### config.mk
export PLATFORM = sky130hd
export DESIGN_NAME = dual_master_arbiter
export DESIGN_NICKNAME = d
export VERILOG_FILES = /design/src/rtl/arb_pkg.sv /design/src/rtl/arb_stall_timer.sv /design/src/rtl/arb_owner_fsm.sv /design/src/rtl/dual_master_arbiter.sv
export SDC_FILE = /design/constraint.sdc
export NUM_CORES = 1
export LEC_CHECK = 0
export CAP_MARGIN = 20
export CORE_AREA = 4 4 41 43
export CTS_CLUSTER_DIAMETER = 80
export CTS_CLUSTER_SIZE = 12
export DETAILED_ROUTE_END_ITERATION = 16
export DIE_AREA = 0 0 45 47
export DONT_BUFFER_PORTS = 1
export MAX_ROUTING_LAYER = met4
export SLEW_MARGIN = 20
export SYNTH_ARGS = -nofsm -noshare
export SYNTH_HDL_FRONTEND = slang
export SYNTH_SLANG_ARGS = --single-unit
### constraint.sdc
create_clock -name clk -period 1.7 [get_ports clk]
set_clock_uncertainty 0.15 [all_clocks]
set_input_delay 0.085 -clock clk [delete_from_list [all_inputs] [get_ports clk]]
set_output_delay 0.085 -clock clk [all_outputs]
set_load 0.05 [all_outputs]
### src/rtl/arb_pkg.sv
package arb_pkg;

    typedef enum logic [1:0] {
        OWN_NONE = 2'd0,
        OWN_CPU  = 2'd1,
        OWN_DBG  = 2'd2
    } owner_e;

    typedef struct packed {
        owner_e owner;
    } owner_state_t;

endpackage

### src/rtl/arb_stall_timer.sv
module arb_stall_timer #(
    parameter int STALL_LIMIT = 128
) (
    input  logic clk,
    input  logic rst,
    input  logic dbg_req,
    input  logic dbg_gnt,
    output logic promote
);
    localparam int CW = $clog2(STALL_LIMIT + 2);
    localparam logic [CW-1:0] SAT_V = CW'(STALL_LIMIT + 1);

    typedef struct packed {
        logic [CW-1:0] cnt;
    } timer_t;

    timer_t tmr_d, tmr_q;
    logic   stalled;

    always_comb begin
        tmr_d   = tmr_q;
        stalled = dbg_req && !dbg_gnt;
        if (!stalled) begin
            tmr_d.cnt = '0;
        end else if (tmr_q.cnt != SAT_V) begin
            tmr_d.cnt = tmr_q.cnt + 1'b1;
        end
    end

    always_ff @(posedge clk) begin
        if (rst) tmr_q <= '0;
        else     tmr_q <= tmr_d;
    end

    assign promote = (tmr_q.cnt == SAT_V);

    AST_TIMER_CLEAR: assert property (@(posedge clk) disable iff (rst)
        (!dbg_req || dbg_gnt) |=> (tmr_q.cnt == '0));

    AST_TIMER_SAT: assert property (@(posedge clk) disable iff (rst)
        (promote && dbg_req && !dbg_gnt) |=> promote);

endmodule

### src/rtl/arb_owner_fsm.sv
module arb_owner_fsm
    import arb_pkg::*;
(
    input  logic clk,
    input  logic rst,
    input  logic cpu_req,
    input  logic cpu_done,
    input  logic dbg_req,
    input  logic promote,
    output logic cpu_gnt,
    output logic dbg_gnt,
    output logic tgt_sel
);
    owner_state_t st_d, st_q;

    always_comb begin
        st_d = st_q;
        unique case (st_q.owner)
            OWN_NONE: begin
                if (dbg_req && (promote || !cpu_req)) st_d.owner = OWN_DBG;
                else if (cpu_req)                     st_d.owner = OWN_CPU;
            end
            OWN_CPU: begin
                if (!cpu_req) begin
                    st_d.owner = dbg_req ? OWN_DBG : OWN_NONE;
                end else if (cpu_done && promote && dbg_req) begin
                    st_d.owner = OWN_DBG;
                end
            end
            OWN_DBG: begin
                if (!dbg_req) begin
                    st_d.owner = cpu_req ? OWN_CPU : OWN_NONE;
                end
            end
            default: st_d.owner = OWN_NONE;
        endcase
    end

    always_ff @(posedge clk) begin
        if (rst) st_q <= '{owner: OWN_NONE};
        else     st_q <= st_d;
    end

    assign cpu_gnt = (st_q.owner == OWN_CPU);
    assign dbg_gnt = (st_q.owner == OWN_DBG);
    assign tgt_sel = dbg_gnt;

    AST_DBG_HOLD: assert property (@(posedge clk) disable iff (rst)
        (dbg_gnt && dbg_req) |=> dbg_gnt);

    AST_CPU_HOLD: assert property (@(posedge clk) disable iff (rst)
        (cpu_gnt && cpu_req && !cpu_done) |=> cpu_gnt);

endmodule

### src/rtl/dual_master_arbiter.sv
module dual_master_arbiter #(
    parameter int STALL_LIMIT = 128
) (
    input  logic clk,
    input  logic rst,
    input  logic cpu_req,
    input  logic cpu_done,
    input  logic dbg_req,
    output logic cpu_gnt,
    output logic dbg_gnt,
    output logic tgt_sel
);
    logic promote;

    arb_stall_timer #(.STALL_LIMIT(STALL_LIMIT)) u_timer (
        .clk     (clk),
        .rst     (rst),
        .dbg_req (dbg_req),
        .dbg_gnt (dbg_gnt),
        .promote (promote)
    );

    arb_owner_fsm u_fsm (
        .clk      (clk),
        .rst      (rst),
        .cpu_req  (cpu_req),
        .cpu_done (cpu_done),
        .dbg_req  (dbg_req),
        .promote  (promote),
        .cpu_gnt  (cpu_gnt),
        .dbg_gnt  (dbg_gnt),
        .tgt_sel  (tgt_sel)
    );

    AST_ONE_OWNER: assert property (@(posedge clk) disable iff (rst)
        !(cpu_gnt && dbg_gnt));

    AST_HANDOFF: assert property (@(posedge clk) disable iff (rst)
        (cpu_gnt && cpu_req && cpu_done && promote && dbg_req) |=> (dbg_gnt && !cpu_gnt));

    AST_LONE_DBG: assert property (@(posedge clk) disable iff (rst)
        (!cpu_gnt && !dbg_gnt && !cpu_req && dbg_req) |=> dbg_gnt);

    AST_SEL_OWNER: assert property (@(posedge clk) disable iff (rst)
        (tgt_sel == dbg_gnt) && !(tgt_sel && cpu_gnt));

endmodule

**Word level (Yosys, flattened, before mapping)**

Cells that the tools add are included.
W data, S select, Z words.

- Bits in registers: 10
- Latch bits: 0
- RAM bits: 0
- Bits in read-only memories: 0
- Bits of input ports: 5
- Output and inout port bits: 3
- Memories: 0

- Add/sub/neg operators: 1
- Multiply operators: 0
- Div/mod/pow operators: 0
- $lt $le $gt $ge: 0
- Equal/unequal tests: 7
- Shift-type cells: 0
- Multiplexer cells: 8
- Bitwise logic cells: 1
- Reduce and logical (&&, ||, !) cells: 10

Operators with widths:

| kind | number |
|---|---|
| $mux W2 | 6 |
| $add A8 B1 Y8 const B | 1 |
| $eq A8 B8 Y1 const B | 1 |
| $ne A8 B8 Y1 const B | 1 |
| $ne A3 B2 Y1 const B | 2 |
| $pmux W2 S3 | 1 |
| $logic_and A1 B1 Y1 | 4 |
| $reduce_and A3 Y1 | 1 |
| $eq A2 B1 Y1 const B | 1 |
| $eq A2 B2 Y1 const B | 1 |
| $logic_not A1 Y1 | 2 |
| $logic_not A2 Y1 | 1 |
| $ne A2 B2 Y1 const B | 1 |
| $reduce_or A2 Y1 | 1 |
| $logic_or A1 B1 Y1 | 1 |
| $mux W1 | 1 |
| $not A1 Y1 | 1 |

**Depth between registers and ports, before layout**

- Word-level depth: 6
- Gate-level depth with buffers: 6
- Gate-level depth less buffers: 5

**Hierarchy**

From an unflattened synthesis, not the netlist that was laid out.

- Cells, all modules: 57
- Area, all modules: 535.5 um^2

By module, submodules not included:

| module | times used | cells an instance | area an instance (um^2) |
|---|---|---|---|
| arb_stall_timer | 1 | 44 | 411.6 |
| arb_owner_fsm | 1 | 13 | 123.9 |

**Worst setup path before layout**

No wires, ideal clock.

- Path kind: reg2reg
- Start: register u_fsm.st_q[1] in the netlist's numbering
- End: register u_fsm.st_q[1] in the netlist's numbering
- Arrival: 1637 ps
- Data required time: 1421 ps
- Slack: -216 ps
- Stages on the path, launching flop included: 6
- Buffers on the path: 1
- Path through: dfxtp_1 buf_2 nor2b_1 and3_1 a311oi_1 a2bb2oi_2

- Word-level cells in the longest chain between the ends: 3

Ends and longest elaborated chain:

| what | RTL line | RTL |
|---|---|---|
| start: declaration | arb_owner_fsm.sv:14 | `owner_state_t st_d, st_q;` |
| start signal: assignment | arb_owner_fsm.sv:40 | `if (rst) st_q <= '{owner: OWN_NONE};` |
| start signal: assignment | arb_owner_fsm.sv:41 | `else st_q <= st_d;` |
| $eq A2 B1 Y1 (*) | - |  |
| net cpu_gnt | dual_master_arbiter.sv:9 | `output logic cpu_gnt,` |
| $ne A3 B2 Y1 (no line) | - |  |
| $reduce_and A3 Y1 (no line) | - |  |

Mark *: on every way through the listed nets, which the timed path passes. The rest lies on a longest branch.
A chain may end at the register's enable or synchronous reset.

**Worst setup path after layout**

- Start: register u_timer.tmr_q[0] in the netlist's numbering
- End: register u_fsm.st_q[1] in the netlist's numbering

- Word-level cells in the longest chain between the ends: 5

Ends and longest elaborated chain:

| what | RTL line | RTL |
|---|---|---|
| start: declaration | arb_stall_timer.sv:17 | `timer_t tmr_d, tmr_q;` |
| start signal: assignment | arb_stall_timer.sv:32 | `else tmr_q <= tmr_d;` |
| $eq A8 B8 Y1 (*) | arb_stall_timer.sv:35 | `assign promote = (tmr_q.cnt == SAT_V);` |
| $logic_and A1 B1 Y1 / $logic_or A1 B1 Y1 (equally long branches) | arb_owner_fsm.sv:26, arb_owner_fsm.sv:20 |  |
| $logic_and A1 B1 Y1, on equally long branches | arb_owner_fsm.sv:26, arb_owner_fsm.sv:20 |  |
| $ne A3 B2 Y1 (no line) / $mux W2 (equally long branches) | - |  |
| $reduce_and A3 Y1 (no line) / $pmux W2 S3 (equally long branches) | - |  |

Mark *: on every way between the ends. The rest lies on a longest branch, timed or not.

==> metrics.cfg <==
[sta]
fin_crit_ns=1.60
tns_ns=0
finalSetupViolCount=0
maxSlewViolCount=0
period_share_pct=94.3
hold_viol=0
tightest_slew_ns=0.423
rsz0062_at_grt=no
relSlewSlack_pct=71.5
max_freq_mhz=624

[clock_tree]
clk_latency_ns=0.27
cts_buffers=3
root_buffer=clkbuf_4
numClockSinks=10
cts_resized=0
post_cts_buffers=0
cts_max_path_buffers=2
cts_tree=yes
cts-hold-fix-buffers=3
htree_levels=1
path_clk_slew_ns=0.07

[detailed_routing]
drc=0
ant_nets=0
vias_per_cell=5.42
wl_mm=1.08
wl_per_cell_um=12.5
num_vias=466
drt_iter0_drc=18
drt-pass1-iter-count=4

[run]
maxCapViolCount=0

[global_routing]
antenna_found_initial=0
track_usage_pct=13.5
grt_max_degree=11
gr-total-overflow=0
grt_pass1_vias=405
grt_pass1_wl_mm=1.87

[placed_design]
place_congestion=0.744
io_buffers=0
place.detailed.hpwl_um=726

[synth]
netlist_instances=64
yosysTopAreaCellShare_pct=34.8
synth_nets=71
ys_warn_count=0
synth_area_leader_cell=dfxtp_1
ys_seq_area_share_pct=34.8
syn-cell-area_sq_um=576
avgSynthCellArea_sq_um=8.99
yosys-top-cells-area=dfxtp_1 35%, nor2_1 8.5%, xnor2_1 6.1%, xor2_1 4.6%, ha_1 4.3%
yosys_register_bits=10
ys_types=30

[setup_path]
r2r_cells=4
critPathArrivalTime_ns=1.67
start_kind=flop
worstPathMaxFanout=7
critPathKind=flop to flop
end_kind=flop
crit_required_ns=1.76

[hold_path]
hp-class=primary input to flop
whs_path_depth=4

[finish]
drive_gt1_share_pct=22.5
fin_nets=79
multiInputGateArea_sq_um=349
area_growth_pct=16.1
ff_latch_area_sq_um=200
diodes=0
nFillCells=123

[power]
irDropWorstVdd_v=0.000591
powerDensity_mw_per_mm2=1040
p_leak_nw=0.259
total_power_mw=0.695

[floorplanning]
io_pins=8
start_util_pct=44.2
die_area_sq_mm=0.00212
die_height_um=47
fp.dieW_um=45
num_rows=13
core-area_sq_mm=0.00130

[status]
status=finished, final reports clean

cell families after synthesis:
logic type | after synthesis | synth area share, %
DFF | 10 | 34.8
AOI/OAI and AO/OA | 10 | 13.9
and+or+nand+nor | 29 | 31.3
xor gates and xnor gates | 7 | 10.7
buffers and inverters | 6 | 5.00
adders and majority gates | 2 | 4.35
through the flow:
step                      hold WS (ns)  std cells  area (sq um)  utilization [%]  worst slack, ns
after CTS                       0.0203         86           668             51.3           0.0971
after global placement          0.0223         79           602             46.3            0.144
after detailed placement        0.0276         79           602             46.3            0.108
final                           0.0359         86           668             51.3           0.0962
after floorplan                 0.0135         64           578                -           0.0810
after global routing            0.0342         86           668             51.3           0.0102
area by class of cell:
class / count / share of cell area (%)
multi-input combinational: 48 / 52.2
sequential: 10 / 30.0
timing repair buffer: 6 / 7.87
clock buffer: 4 / 5.43
tap: 15 / 2.81
inverter: 3 / 1.69
cell usage after synthesis:
master     instances
nor2_1            13
dfxtp_1           10
xnor2_1            4
inv_1              3
xor2_1             3
a211oi_1           2
a21oi_1            2
buf_2              2
ha_1               2
nand2_1            2
nand3_1            2
a22o_1             1
a2bb2oi_1          1
a2bb2oi_2          1
a311oi_1           1
and2b_4            1
and3_1             1
and3_2             1
and4_2             1
buf_4              1
nand2b_4           1
nand4_1            1
nand4_4            1
nor2b_1            1
nor2b_2            1
nor3_2             1
o21ai_0            1
o311ai_0           1
or3_1              1
or4_1              1
cells in the final DEF, fill, tap and decap left out, drive strengths merged, types with 3 or more instances in the layout:
| cell type | instances |
|---|---|
| clkbuf | 4 |
| nor2 | 13 |
| inv | 3 |
| xor2 | 3 |
| xnor2 | 4 |
| buf | 3 |
| dlygate4sd3 | 3 |
| dfxtp | 10 |
routing by layer:
layer	vias to the layer above	track usage [%]	wire length, um
li1	238	-	-
met1	214	17.5	492
met2	12	17.5	521
met3	2	6.90	53
met4	0	5.26	10
met5	-	-	0
registers in the layout (all words and copies together) (netlist names):
register       flops
u_timer.tmr_q      8
u_fsm.st_q         2
path summary, 6_finish.rpt:
| path | endpoint | from | slack [ns] |
|---|---|---|---|
| worst max register to register | u_fsm.st_q[1]$_SDFFE_PP0P_ | u_timer.tmr_q[0]$_SDFFE_PP0P_ | 0.1 |
| worst min-delay path | u_fsm.st_q[0]$_SDFFE_PP0P_ | cpu_req | 0.04 |
| worst max-delay path | u_fsm.st_q[1]$_SDFFE_PP0P_ | u_timer.tmr_q[0]$_SDFFE_PP0P_ | 0.1 |
| worst min register to register | u_timer.tmr_q[1]$_SDFFE_PP0P_ | u_timer.tmr_q[1]$_SDFFE_PP0P_ | 0.40 |
critical path: stages (launching register included):
cell and delay [ns]:
dfxtp_1 0.42, ha_1 0.23, nand4_4 0.17, or4_1 0.46
a2bb2oi_2 0.13
power breakdown:
| group | internal, mW | switching [mW] |
|---|---|---|
| clock | 0.130 | 0.0867 |
| combinational | 0.0852 | 0.121 |
| sequential | 0.249 | 0.0230 |
| total | 0.465 | 0.230 |
(Power assumes the default switching activity.)
